$ cat src/rtl/spi_byte_master.sv
module spi_byte_master (
  input  logic       clk,
  input  logic       rst_n,
  input  logic       bus_rd,
  input  logic       bus_wr,
  input  logic [1:0] bus_addr,
  input  logic [7:0] bus_wdata,
  output logic [7:0] bus_rdata,
  output logic       sck,
  output logic       mosi,
  input  logic       miso,
  output logic       irq
);

  localparam logic [1:0] A_CTRL = 2'd0;
  localparam logic [1:0] A_STAT = 2'd1;
  localparam logic [1:0] A_DATA = 2'd2;

  logic [7:0] ctrl;
  logic       busy;
  logic [3:0] half;
  logic [3:0] tcnt;
  logic [7:0] sh;
  logic       samp;
  logic       f_done, f_wcol;
  logic       cap_done, cap_wcol;

  logic       en, cpol, cpha;
  logic [3:0] hl_m1;
  logic       tick, wr_data, rd_data, rd_stat, start, coll, finish, data_acc;

  assign en   = ctrl[6];
  assign cpol = ctrl[3];
  assign cpha = ctrl[2];

  always_comb begin
    case (ctrl[1:0])
      2'd0:    hl_m1 = 4'd0;
      2'd1:    hl_m1 = 4'd1;
      2'd2:    hl_m1 = 4'd7;
      default: hl_m1 = 4'd15;
    endcase
  end

  assign tick     = busy && (tcnt == hl_m1);
  assign wr_data  = bus_wr && (bus_addr == A_DATA);
  assign rd_data  = bus_rd && (bus_addr == A_DATA);
  assign rd_stat  = bus_rd && (bus_addr == A_STAT);
  assign start    = wr_data && en && !busy;
  assign coll     = wr_data && en && busy;
  assign finish   = tick && en && (half == 4'd15);
  assign data_acc = rd_data || (wr_data && en);

  always_ff @(posedge clk or negedge rst_n) begin
    if (!rst_n) begin
      ctrl <= '0;
      busy <= 1'b0;
      half <= '0;
      tcnt <= '0;
      sh   <= '0;
      samp <= 1'b0;
    end else begin
      if (bus_wr && bus_addr == A_CTRL) ctrl <= bus_wdata & 8'hCF;
      if (start) begin
        busy <= 1'b1;
        half <= '0;
        tcnt <= '0;
        sh   <= bus_wdata;
      end else if (busy) begin
        if (!en) begin
          busy <= 1'b0;
        end else if (tick) begin
          tcnt <= '0;
          half <= half + 4'd1;
          if (!half[0]) samp <= miso;
          else          sh   <= {sh[6:0], samp};
          if (half == 4'd15) busy <= 1'b0;
        end else begin
          tcnt <= tcnt + 4'd1;
        end
      end
    end
  end

  always_ff @(posedge clk or negedge rst_n) begin
    if (!rst_n) begin
      f_done   <= 1'b0;
      f_wcol   <= 1'b0;
      cap_done <= 1'b0;
      cap_wcol <= 1'b0;
    end else begin
      f_done   <= (f_done & ~(data_acc & cap_done)) | finish;
      f_wcol   <= (f_wcol & ~(data_acc & cap_wcol)) | coll;
      cap_done <= (rd_stat ? f_done : (data_acc ? 1'b0 : cap_done)) & ~finish;
      cap_wcol <= (rd_stat ? f_wcol : (data_acc ? 1'b0 : cap_wcol)) & ~coll;
    end
  end

  assign sck  = busy ? (cpol ^ cpha ^ half[0]) : cpol;
  assign mosi = sh[7];
  assign irq  = ctrl[7] & f_done;

  always_comb begin
    case (bus_addr)
      A_CTRL:  bus_rdata = ctrl;
      A_STAT:  bus_rdata = {f_done, f_wcol, 6'b0};
      A_DATA:  bus_rdata = sh;
      default: bus_rdata = 8'h00;
    endcase
  end

  a_r5_done_on_completion: assert property (@(posedge clk) disable iff (!rst_n)
    $rose(f_done) |-> ($past(busy) && !busy));

  a_r3_collision_keeps_transfer: assert property (@(posedge clk) disable iff (!rst_n)
    (coll && !finish) |=> (busy && f_wcol));

  a_r2_disabled_write_ignored: assert property (@(posedge clk) disable iff (!rst_n)
    (wr_data && !en && !busy) |=> !busy);

  a_r8_status_write_no_effect: assert property (@(posedge clk) disable iff (!rst_n)
    (bus_wr && bus_addr == A_STAT && !bus_rd && !finish) |=> ($stable(f_done) && $stable(f_wcol)));

  a_r9_late_flag_kept: assert property (@(posedge clk) disable iff (!rst_n)
    (data_acc && !cap_done && f_done) |=> f_done);

endmodule

$ cat config.mk
export PLATFORM = sky130hd
export DESIGN_NAME = spi_byte_master
export DESIGN_NICKNAME = d
export VERILOG_FILES = /design/src/rtl/spi_byte_master.sv
export SDC_FILE = /design/constraint.sdc
export NUM_CORES = 1
export LEC_CHECK = 0
export BUFFER_PORTS_ARGS = -buffer_cell sky130_fd_sc_hd__buf_2
export CAP_MARGIN = 20
export CORE_ASPECT_RATIO = 1.1
export CORE_MARGIN = 1.5
export CORE_UTILIZATION = 50
export DETAILED_ROUTE_END_ITERATION = 10
export PLACE_DENSITY = 0.83
export SYNTH_ARGS = -nofsm -noshare
export SYNTH_HDL_FRONTEND = slang
export SYNTH_SLANG_ARGS = --single-unit
$ cat constraint.sdc
create_clock -name clk -period 1.65 [get_ports clk]
set_input_delay 0.33 -clock clk [delete_from_list [all_inputs] [get_ports clk]]
set_output_delay 0.33 -clock clk [all_outputs]
set_load 0.1 [all_outputs]
Yosys cells after proc, flatten, opt, wreduce, memory -nomap -nowiden
Index checks and enable logic that the tools add are counted.
- reduce and logical (&&, ||, !) cells: 22
- muxes and demuxes: 25
- bitwise operators: 17
- equality and inequality tests: 6
- add/sub/neg operators: 2
- operators with widths (operator ; count):
    2-to-1 mux 8 bit ; 5
    2-to-1 mux 4 bit ; 8
    case mux 8 bit (3 select lines) ; 1
    case mux 4 bit (3 select lines) ; 1
    logical AND 1 bit ; 10
    2-to-1 mux 1 bit ; 10
    adder 4 x 1 -> 4 bit (second input constant) ; 2
    nonzero test 2 bit ; 4
    AND 1 bit ; 7
    inverter 1 bit ; 6
    AND reduction 5 bit ; 1
    equality test 2 x 1 -> 1 bit (second input constant) ; 2
    equality test 2 bit (second input constant) ; 2
    equality test 4 bit ; 1
    equality test 4 bit (second input constant) ; 1
    logical NOT 2 bit ; 2
    AND reduction 4 bit ; 1
    AND reduction 3 bit ; 1
    OR 1 bit ; 2
    AND reduction 2 bit ; 1
    bitwise XOR 1 bit ; 2
    logical NOT 1 bit ; 1
    logical OR 1 bit ; 1
- output and inout port bits: 11
- flip-flop bits (word level): 28
- logic and storage cells: 82

Depth between registers and ports, before layout
- depth after elaboration: 8
- gate-level depth with buffers: 7
- mapped depth without buffers: 5

Least setup slack after synthesis
OpenSTA, ideal clock, no wires.
- path kind: input to output
- from: input port bus_addr[0]
- to: output port bus_rdata[6]
- buffers on the path: 1
- path slack: -1.402 ns
- stages on the path: 3
- arrival: 2.722 ns
- cells stage by stage: buf_2 -> mux2i_1 -> o21ai_0
- longest elaborated chain between the ends: 2
- elaborated cells between the ends (all ways): 4
- RTL lines (what ; RTL line ; source):
    start, declared ; 6 ; input logic [1:0] bus_addr,
    equality test 2 bit (tied with other cells) ; 104 ; case (bus_addr)
    case mux 8 bit (3 select lines) (*) ; 104 ;
    end, declared ; 8 ; output logic [7:0] bus_rdata,
Mark *: on every way between the ends. The rest lies on a longest branch, timed or not.

Worst setup path in the final report
- from: register tcnt[2]
- to: register half[3]
- longest elaborated chain between the ends: 4
- RTL lines (what ; RTL line ; source):
    start, declared ; 22 ; logic [3:0] tcnt;
    start signal, assigned ; 79 ; tcnt <= tcnt + 4'd1;
    equality test 4 bit ; 45 ; assign tick = busy && (tcnt == hl_m1);
    logical AND 1 bit ; 45 ;
    nonzero test 2 bit (no source line) ; n/a ;
    AND reduction 3 bit (no source line) ; n/a ;
    end signal, assigned ; 74 ; half <= half + 4'd1;
    end, declared ; 21 ; logic [3:0] half;
Every way passes these cells.
A chain may end at the register's enable or synchronous reset.

==> flow_summary.toml <==
[power_and_ir_drop]
ir_worst_vdd_mv = 0.963
power_uw = 2310
swShare_pct = 39.8
combPwrFrac_pct = 45.2
power_leakage_uw = 0.000980
power.density_nw_per_um2 = 1010
p_sw_uw = 918
p_clk_share_pct = 12.6
seq_power_share_pct = 42.2
p_int_uw = 1390

[synthesis]
synth_warnings = 0
synth_common_cells = "28 x dfrtp_1, 14 x nand2_1, 9 x nand2b_1, 8 x nor2_1, 8 x o221a_2"
ys_ff_latch = 28
synth_top_area_share_pct = 44.3
netlist_instances = 142
async_flop_share_pct = 100
synth_cell_types = 42
synth_most_common_cell = "dfrtp_1"
synth_edf_count = 0
syn_area_um2 = 1580
yosys.area.top_type = "dfrtp_1"
syn_area_per_cell_um2 = 11.1
synth_area_leaders = "dfrtp_1 44%, o221a_2 5.7%, mux2_2 5.0%, mux2i_1 4.4%, nand2b_1 3.6%"
ys.flop_type = "dfrtp_1"
yosysSeqAreaShare_pct = 44.3
syn_nets = 159

[run]
drv_cap = 0

[clock_tree]
clk_latency_ns = 0.32
cts_made_buffers = 3
cts_root_buf = "clkbuf_4"
cts_max_level = 1
cts.sinks = 28
clock_path_buffers = 2
cts_tree = "built"
clkTransAtPathRegs_ns = 0.15

[place]
dp.final_hpwl_mm = 2.94
io_buffers = 25
place_area_um2 = 2140
gp_congestion = 0.813
dpl_worst_slack_ns = -0.121
dp.cells = 215

[sta]
worst_pin_slew_ns = 0.640
setup_tns_ns = -1.17
rsz0062_at_grt = "true"
fin_ws_ns = -0.145
drv_slew = 0
slew_headroom_pct = 57.4
setup_violations = 14
fmax_mhz = 557
worst_clock_skew_ns = 0.0100
hold_violations = 0
timing.final.crit_period_ns = 1.79
fin_crit_sh_pct = 109

[drt]
drt_iter0_markers = 52
via_count = 1380
ant_nets = 0
route.detailed.wl_per_inst_um = 18.7
dr.pass1.iters = 4
via_per_inst = 6.13
wirelength_mm = 4.20
route.detailed.drc = 0

[status]
violations = "setup timing"
run_status = "finished, violations left"

[worst_setup_path]
critPathArrivalTime_ns = 2.05
cp_top_family = "simple AND/OR/NAND/NOR gates"
critPathMaxStageDelay_ns = 0.46
critical_path.startpoint_type = "flip-flop"
crit_fanout = 4
required_ns = 1.90
critical_path_class = "flip-flop to flip-flop"
critPathCaptureType = "flip-flop"
crit_chain = "o41ai_4, buf_4, nand3_4, or4_4, a21oi_2"
crit_buf_inv = 1
cpMaxStageDelayCell = "dfrtp_2"
ff2ff_setup_slack_ns = -0.14

[grt]
grt_max_degree = 29
antenna_found_initial = 0
track_usage_pct = 24.9
grt_overflow_total = 0
grt_pass1_vias = 1379
grt_pass1_wl_mm = 6.69

[layout]
area_delta_synth_final_pct = 44.7
fill_cells = 185
nNetsFinal = 209
fin_area_um2 = 2290
instances_no_fill = 225
diodes = 0
drive_above_1_share_pct = 55.0

[floorplan]
dieHeight_um = 62.0
floorplan.initialDensity_pct = 52.4
die-area_um2 = 3510
ios = 26
coreArea_um2 = 3020
rows = 21
fp.dieW_um = 56.6

[worst_hold_path]
min_path_type = "input pin to asynchronous set/reset pin"
[cell usage in the layout, fill, tap and decap left out, drive strengths merged, types with 2 or more instances in the layout]
master and n:
a21oi 6, a32o 2, and2 4, buf 52, clkbuf 4, dfrtp 28, ha 2, mux2 7
mux2i 7, nand2 14, nand2b 9, nand3 8, nand4 2, nor2 8, nor2b 4, nor3b 2
o21ai 6, o221a 8, o31ai 3
[cell type report]
cell class              count  area, um2  area share (%)
clock buffers               4       26.3            1.15
well taps                  34       42.5            1.86
repair buffers             52        493            21.5
multi-input cells         107       1020            44.5
flip-flops and latches     28        708            30.9
[what timing repair did]
action,4_1_cts,5_1_grt
resized for setup,11,14
gates cloned,0,0
hold buffers,0,0
endpoints found under the setup margin,21,25
pin swaps,6,8
setup buffers,5,1
[metrics by stage]
step / util, % / hold WS, ns
finish: 75.8 / 0.00223
global route: 75.8 / 0.0397
CTS: 74.0 / 0.0159
detailed placement: 70.7 / 0.389
global placement: 70.7 / 0.375
floorplan: - / 0.0344
[kinds of logic (layout without fill, tap and decap cells)]
group | count (synthesis) | after routing | share of synthesized area [%]
XOR/XNOR | 2 | 2 | 1.11
flip-flops | 28 | 28 | 44.3
AO/OA/AOI/OAI | 32 | 32 | 19.4
adder cells (fa/ha/maj) | 2 | 2 | 1.58
buffers and inverters | 7 | 56 | 3.48
AND/OR/NAND/NOR | 57 | 57 | 20.8
multiplexers | 14 | 14 | 9.41
[routing by layer]
metal,track usage [%],routed length [um]
met1,30.5,1690
met2,46.8,2300
met3,2.69,130
met4,7.82,76
met5,0,0
[power groups by stage]
stage / Sequential (uW) / Combinational [uW] / Clock [uW]
2_1_floorplan: 1010 / 606 / 0
3_3_place_gp: 966 / 944 / 0
3_5_place_dp: 977 / 964 / 0
4_1_cts: 961 / 1010 / 304
5_1_grt: 990 / 1100 / 328
6_report: 972 / 1040 / 290
[path summary, 6_finish.rpt]
| kind | start | to | cells after the start |
|---|---|---|---|
| min | rst_n | sh[3] | 1 |
| max | tcnt[2] | half[3] | 5 |
| min reg2reg | half[2] | half[2] | 1 |
| max in group asynchronous | rst_n | sh[7] | 1 |
| min in group clk | miso | samp | 2 |
| max reg2reg | tcnt[2] | half[3] | 5 |
[flip-flops by register name, summed over array words and instances, names as in the netlist]
name      flops
sh            8
f_wcol        1
cap_done      1
half          4
samp          1
busy          1
cap_wcol      1
ctrl          6
f_done        1
tcnt          4
(Power assumes the default switching activity.)
